### config.mk
export PLATFORM = sky130hd
export DESIGN_NAME = conv_timing_gen
export DESIGN_NICKNAME = d
export VERILOG_FILES = /design/src/rtl/conv_timing_pkg.sv /design/src/rtl/conv_regs.sv /design/src/rtl/cclk_div.sv /design/src/rtl/ext_conv_sync.sv /design/src/rtl/conv_period_timer.sv /design/src/rtl/conv_timing_gen.sv
export SDC_FILE = /design/constraint.sdc
export NUM_CORES = 1
export LEC_CHECK = 0
export ABC_AREA = 1
export BUFFER_PORTS_ARGS = -buffer_cell sky130_fd_sc_hd__buf_2
export CORE_MARGIN = 2
export CORE_UTILIZATION = 55
export DETAILED_ROUTE_END_ITERATION = 12
export GPL_TIMING_DRIVEN = 0
export PLACE_DENSITY = 0.88
export SLEW_MARGIN = 20
export SYNTH_ARGS = -nofsm -noshare
export SYNTH_HDL_FRONTEND = slang
export SYNTH_SLANG_ARGS = --single-unit
### constraint.sdc
create_clock -name clk_i -period 2.82 [get_ports clk_i]
set_clock_uncertainty 0.1 [all_clocks]
set_input_delay 0.564 -clock clk_i [delete_from_list [all_inputs] [get_ports clk_i]]
set_output_delay 0.564 -clock clk_i [all_outputs]
set_load 0.02 [all_outputs]
### src/rtl/conv_timing_pkg.sv
package conv_timing_pkg;
  typedef enum logic [1:0] {
    SRC_INT  = 2'd0,
    SRC_RAW  = 2'd1,
    SRC_SYNC = 2'd2,
    SRC_INT2 = 2'd3
  } conv_src_e;

  localparam logic [1:0] ADDR_PERIOD = 2'd0;
  localparam logic [1:0] ADDR_MIN    = 2'd1;
  localparam logic [1:0] ADDR_SRC    = 2'd2;
  localparam logic [1:0] ADDR_GAIN   = 2'd3;

  localparam int GAIN_W = 3;
endpackage

### src/rtl/conv_regs.sv
module conv_regs
  import conv_timing_pkg::*;
#(
  parameter int CNT_W      = 16,
  parameter int DEF_PERIOD = 5000,
  parameter int DEF_MIN    = 2400,
  parameter int DEF_GAIN   = 0
) (
  input  logic              clk_i,
  input  logic              rst_ni,
  input  logic              wr_en_i,
  input  logic [1:0]        wr_addr_i,
  input  logic [CNT_W-1:0]  wr_data_i,
  output logic [CNT_W-1:0]  period_o,
  output logic [CNT_W-1:0]  min_o,
  output conv_src_e         src_o,
  output logic [GAIN_W-1:0] gain_o
);
  always_ff @(posedge clk_i or negedge rst_ni) begin
    if (!rst_ni) begin
      period_o <= CNT_W'(DEF_PERIOD);
      min_o    <= CNT_W'(DEF_MIN);
      src_o    <= SRC_INT;
      gain_o   <= GAIN_W'(DEF_GAIN);
    end else if (wr_en_i) begin
      case (wr_addr_i)
        ADDR_PERIOD: period_o <= wr_data_i;
        ADDR_MIN:    min_o    <= wr_data_i;
        ADDR_SRC:    src_o    <= conv_src_e'(wr_data_i[1:0]);
        default:     gain_o   <= wr_data_i[GAIN_W-1:0];
      endcase
    end
  end

  AST_GAIN_HOLD: assert property (@(posedge clk_i) disable iff (!rst_ni)
    !(wr_en_i && wr_addr_i == ADDR_GAIN) |=> $stable(gain_o));
endmodule

### src/rtl/cclk_div.sv
module cclk_div (
  input  logic clk_i,
  input  logic rst_ni,
  output logic cclk_o,
  output logic tick_o
);
  logic cclk_q;

  always_ff @(posedge clk_i or negedge rst_ni) begin
    if (!rst_ni) cclk_q <= 1'b0;
    else         cclk_q <= ~cclk_q;
  end

  assign cclk_o = cclk_q;
  // one enable per converter clock period, on the edge where cclk falls
  assign tick_o = cclk_q;

  AST_CCLK_ALT: assert property (@(posedge clk_i) disable iff (!rst_ni)
    1'b1 |=> (cclk_q != $past(cclk_q)));
endmodule

### src/rtl/ext_conv_sync.sv
module ext_conv_sync #(
  parameter int STAGES = 2
) (
  input  logic clk_i,
  input  logic rst_ni,
  input  logic async_i,
  output logic sync_o,
  output logic edge_o
);
  logic [STAGES:0] sh_q;

  for (genvar i = 0; i <= STAGES; i++) begin : g_stage
    if (i == 0) begin : g_first
      always_ff @(posedge clk_i or negedge rst_ni) begin
        if (!rst_ni) sh_q[0] <= 1'b0;
        else         sh_q[0] <= async_i;
      end
    end else begin : g_next
      always_ff @(posedge clk_i or negedge rst_ni) begin
        if (!rst_ni) sh_q[i] <= 1'b0;
        else         sh_q[i] <= sh_q[i-1];
      end
    end
  end

  assign sync_o = sh_q[STAGES-1];
  // the extra stage serves only edge detection on the synchronized signal
  assign edge_o = sh_q[STAGES] ^ sh_q[STAGES-1];
endmodule

### src/rtl/conv_period_timer.sv
module conv_period_timer #(
  parameter int CNT_W      = 16,
  parameter int DEF_PERIOD = 5000,
  parameter int DEF_MIN    = 2400
) (
  input  logic             clk_i,
  input  logic             rst_ni,
  input  logic             tick_i,
  input  logic             int_load_i,
  input  logic             ext_load_i,
  input  logic [CNT_W-1:0] period_i,
  input  logic [CNT_W-1:0] min_i,
  output logic             conv_o,
  output logic             noncont_o
);
  logic [CNT_W-1:0] cnt_q, act_per_q, act_min_q;
  logic             conv_q;
  logic             last, wrap, load;

  // >= keeps a shadow reload below the running count safe
  assign last = ({1'b0, cnt_q} + (CNT_W+1)'(1)) >= {1'b0, act_per_q};
  assign wrap = tick_i && last;
  assign load = int_load_i ? wrap : ext_load_i;

  always_ff @(posedge clk_i or negedge rst_ni) begin
    if (!rst_ni) begin
      cnt_q     <= '0;
      conv_q    <= 1'b0;
      act_per_q <= CNT_W'(DEF_PERIOD);
      act_min_q <= CNT_W'(DEF_MIN);
    end else begin
      if (tick_i) cnt_q <= last ? '0 : cnt_q + 1'b1;
      if (wrap)   conv_q <= ~conv_q;
      if (load) begin
        act_per_q <= period_i;
        act_min_q <= min_i;
      end
    end
  end

  assign conv_o    = conv_q;
  assign noncont_o = act_per_q < act_min_q;

  AST_TOGGLE_ON_TICK: assert property (@(posedge clk_i) disable iff (!rst_ni)
    !tick_i |=> $stable(conv_q));

  AST_SHADOW_HOLD: assert property (@(posedge clk_i) disable iff (!rst_ni)
    (int_load_i && !tick_i) |=> ($stable(act_per_q) && $stable(act_min_q)));
endmodule

### src/rtl/conv_timing_gen.sv
module conv_timing_gen
  import conv_timing_pkg::*;
#(
  parameter int CNT_W       = 16,
  parameter int DEF_PERIOD  = 5000,
  parameter int DEF_MIN     = 2400,
  parameter int DEF_GAIN    = 0,
  parameter int SYNC_STAGES = 2
) (
  input  logic             clk_i,
  input  logic             rst_ni,
  input  logic             wr_en_i,
  input  logic [1:0]       wr_addr_i,
  input  logic [CNT_W-1:0] wr_data_i,
  input  logic             ext_conv_i,
  output logic             conv_o,
  output logic             cclk_o,
  output logic [2:0]       gain_o,
  output logic             noncont_o
);
  logic [CNT_W-1:0] period, min_cnt;
  conv_src_e        src;
  logic             tick, conv_int, ext_sync, ext_edge;
  logic             src_int, ext_load;

  conv_regs #(
    .CNT_W(CNT_W), .DEF_PERIOD(DEF_PERIOD), .DEF_MIN(DEF_MIN), .DEF_GAIN(DEF_GAIN)
  ) u_regs (
    .clk_i, .rst_ni, .wr_en_i, .wr_addr_i, .wr_data_i,
    .period_o(period), .min_o(min_cnt), .src_o(src), .gain_o(gain_o)
  );

  cclk_div u_div (.clk_i, .rst_ni, .cclk_o(cclk_o), .tick_o(tick));

  ext_conv_sync #(.STAGES(SYNC_STAGES)) u_sync (
    .clk_i, .rst_ni, .async_i(ext_conv_i), .sync_o(ext_sync), .edge_o(ext_edge)
  );

  assign src_int  = (src == SRC_INT) || (src == SRC_INT2);
  // raw input has no edge visible in this domain: load at once
  assign ext_load = (src == SRC_SYNC) ? ext_edge : 1'b1;

  conv_period_timer #(
    .CNT_W(CNT_W), .DEF_PERIOD(DEF_PERIOD), .DEF_MIN(DEF_MIN)
  ) u_timer (
    .clk_i, .rst_ni, .tick_i(tick), .int_load_i(src_int), .ext_load_i(ext_load),
    .period_i(period), .min_i(min_cnt), .conv_o(conv_int), .noncont_o(noncont_o)
  );

  always_comb begin
    case (src)
      SRC_RAW:  conv_o = ext_conv_i;
      SRC_SYNC: conv_o = ext_sync;
      default:  conv_o = conv_int;
    endcase
  end

  // cycles since reset release, saturating; bounds $past windows below
  logic [1:0] rst_age_q;
  always_ff @(posedge clk_i or negedge rst_ni) begin
    if (!rst_ni)                rst_age_q <= '0;
    else if (rst_age_q != 2'd3) rst_age_q <= rst_age_q + 1'b1;
  end

  if (SYNC_STAGES == 2) begin : g_lat_chk
    AST_RESYNC_LAT: assert property (@(posedge clk_i) disable iff (!rst_ni)
      (rst_age_q == 2'd3 && src == SRC_SYNC) |-> (conv_o == $past(ext_conv_i, 2)));
  end

  AST_NONCONT_AT_EDGE: assert property (@(posedge clk_i) disable iff (!rst_ni)
    (src_int && $past(src_int) && rst_age_q != 2'd0 && (noncont_o != $past(noncont_o)))
      |-> (conv_o != $past(conv_o)));
endmodule

==> out/results.ini <==
[synthesis]
syn_area_per_cell_um2=8.40
synthDistinctLibCells=33
ys_seq_area_frac=0.490
ys_ff_latch=90
synth_top_cell_area_share=0.388
syn-num-nets=609
synth_area_mm2=0.00464
syn-instance-count=553
ys_warn_count=0
yosys.area.top_type=dfrtp_1
synth_area_leaders=dfrtp_1 (39%), nand2_1 (13%), dfstp_2 (10%)

[global_route]
met1_usage=0.317
met2_usage=0.467
grt_max_degree=48
grt_overflow=0
grt_usage=0.270
grt_busiest_layer=met2
antenna_found_initial=0
gr-usage-met3=0.0446
grt_first_pass_wirelength_um=18900
grt_pass1_vias=4103

[layout]
final_core_util=0.687
layout_commonest_cell=nand2_1
antenna_cells=0
drive_above_1_share=0.250
nFillCells=548
layout_common_cells=nand2_1 (132), inv_1 (82), dfrtp_1 (71), o21ai_0 (42), nand3_1 (41)
fin_nets=671
area_growth_pct=21.6

[die]
dieHeight_um=95.9
num_io_pins=28
die-width_um=95.9
core_mm2=0.00822
die_area_mm2=0.00919
fp-row-count=33
start_util=0.565

[detailed_routing]
dr.pass1.iters=7
drc_errors=0
wl_um=11500
via_count=4080
wl_per_cell_um=15.9
drt_iter0_drc=302
via_per_inst=5.63
antenna_left=0

[run_status]
violations=setup timing
status=finished with violations

[clocking]
clkSinkCount=90
root_buffer=clkbuf_8
clk_latency_ps=370
clock_path_buffers=2
cts_buffers=9
htree_num_levels=3
clkTransAtPathRegs_ps=100
cts_tree=yes

[timing]
rsz0062_at_grt=yes
fin_ws_ps=-272
fin_crit_sh=1.10
final_hold_viol_count=0
slew_headroom=0.600
slew_violations=0
setup_violations=49
layout_min_cycle_time_ps=3090
tightest_slew_ps=600
fmax_ghz=0.323
whs_ps=75.7

[place]
gp_congestion=0.907
numPortBuffers=27
place_hpwl_um=7350

[setup_path]
reg2reg_slack_ps=-270
path_max_fanout=8
start_kind=flop
critical_path_required_ps=2970
worst-setup-path-type=reg -> reg
r2r_cells=21
setup.worst_path.end_class=flop
reg2reg_to=u_timer.act_per_q[14]
reg2reg_from=u_timer.cnt_q[0]
worstPathArrival_ps=3250

[pwr]
power_leakage_nw=2.95
ir_drop_uv=551
powerDensity_mw_per_mm2=955

[run]
cap_violations=0

[hold_path]
hp-class=in -> async

## cells in the mapped netlist
library cell,number
nand4_1,3
o21ai_2,1
inv_1,82
buf_6,3
xor2_1,11
nand3_4,1
o21ai_1,5
mux2i_1,1
o211ai_1,1
nand2_2,2
buf_4,3
nand2_1,164
o221ai_1,1
nor2_2,2
nand3_1,43
xnor2_1,1
nor2_4,1
o22ai_1,6
buf_1,1
dfstp_2,18
nor3_1,7
clkbuf_1,10
inv_2,2
nor2_1,17
a21o_1,1
a211oi_1,1
nand2_4,1
a221oi_1,1
ha_1,34
a21oi_1,12
dfrtp_1,72
nand3_2,1
o21ai_0,44
## layer usage
metal / vias up / wire length [um]
li1: 1890 / -
met1: 1955 / 4560
met2: 195 / 5950
met3: 40 / 660
met4: 0 / 350
met5: - / 0
## metrics by stage
stage | power (mW) | TNS, ps | std cells | cell area (um^2) | setup slack [ps]
floorplan | 3.36 | 0 | 553 | 4650 | 75.4
global placement | 3.74 | -10240 | 685 | 4910 | -281
detailed placement | 3.91 | -15910 | 686 | 4940 | -399
CTS | 5.20 | -10240 | 721 | 5530 | -241
global route | 5.75 | -20740 | 725 | 5650 | -455
finish | 5.40 | -11610 | 725 | 5650 | -272
## sequential cells by signal, summed over array words and instances (netlist names)
| name | cells |
|---|---|
| u_timer.act_min_q | 16 |
| u_regs.period_o | 16 |
| u_sync.sh_q | 2 |
| u_regs.min_o | 16 |
| u_div.cclk_o | 1 |
| u_timer.conv_o | 1 |
| u_regs.gain_o | 3 |
| u_timer.act_per_q | 16 |
| u_sync.sync_o | 1 |
| u_timer.cnt_q | 16 |
| u_regs.src_o | 2 |
## area by class of cell
cell class / count / area [um^2] / share of cell area
plain buffers: 17 / 101 / 0.0179
clock buffers: 10 / 138 / 0.0244
clock inverters: 6 / 97.6 / 0.0173
inverters: 84 / 320 / 0.0567
multi-input cells: 362 / 2200 / 0.390
flip-flops and latches: 90 / 2280 / 0.403
well taps: 105 / 131 / 0.0233
repair buffers: 51 / 379 / 0.0671
## worst max-delay path, stage by stage, from the launching register on
cell	delay (ps)
dfrtp_1	390
ha_2	200
nand2_2	60
nor2_4	130
nand2_4	80
buf_4	150
nor2_2	120
xor2_2	210
ha_1	280
nand2_1	120
nor2_2	60
nand2_1	70
nor2_1	50
nor2_1	110
nand3_2	120
nor2_4	140
nand2_4	80
nand3_4	120
nand2_8	100
buf_8	160
nand2_2	60
nand2_1	50
## worst max path at each step
stage	from	end	depth (start not counted)
2_1_floorplan	u_timer.cnt_q[0]	u_timer.act_min_q[0]	21
3_3_place_gp	u_timer.cnt_q[0]	u_timer.act_per_q[13]	21
3_5_place_dp	u_timer.cnt_q[0]	u_timer.act_per_q[13]	21
4_1_cts	u_timer.cnt_q[1]	u_timer.act_per_q[6]	21
5_1_grt	u_timer.cnt_q[4]	u_timer.act_per_q[10]	21
6_report	u_timer.cnt_q[0]	u_timer.act_per_q[14]	21
## timing repair
action / CTS / global route
gates cloned: 3 / 0
hold buffers: 0 / 0
pin swaps: 14 / 16
setup buffers: 16 / 4
setup endpoints to repair: 49 / 50
resized for setup: 60 / 19
## power breakdown
group / internal (mW) / switching, mW / total [mW]
Combinational: 0.976 / 1.39 / 2.36
Sequential: 1.72 / 0.291 / 2.01
Clock: 0.536 / 0.488 / 1.02
Total: 3.23 / 2.17 / 5.40
## cell families (layout without fill, tap and decap cells)
family / Yosys count / after routing / synth area share
mux: 1 / 1 / 0.00216
flops: 90 / 90 / 0.490
buf+inv: 101 / 168 / 0.0889
compound gates: 73 / 73 / 0.0843
fa+ha+maj: 34 / 34 / 0.0916
xor+xnor: 12 / 12 / 0.0226
simple gates: 242 / 242 / 0.220
(Power assumes the default switching activity.)
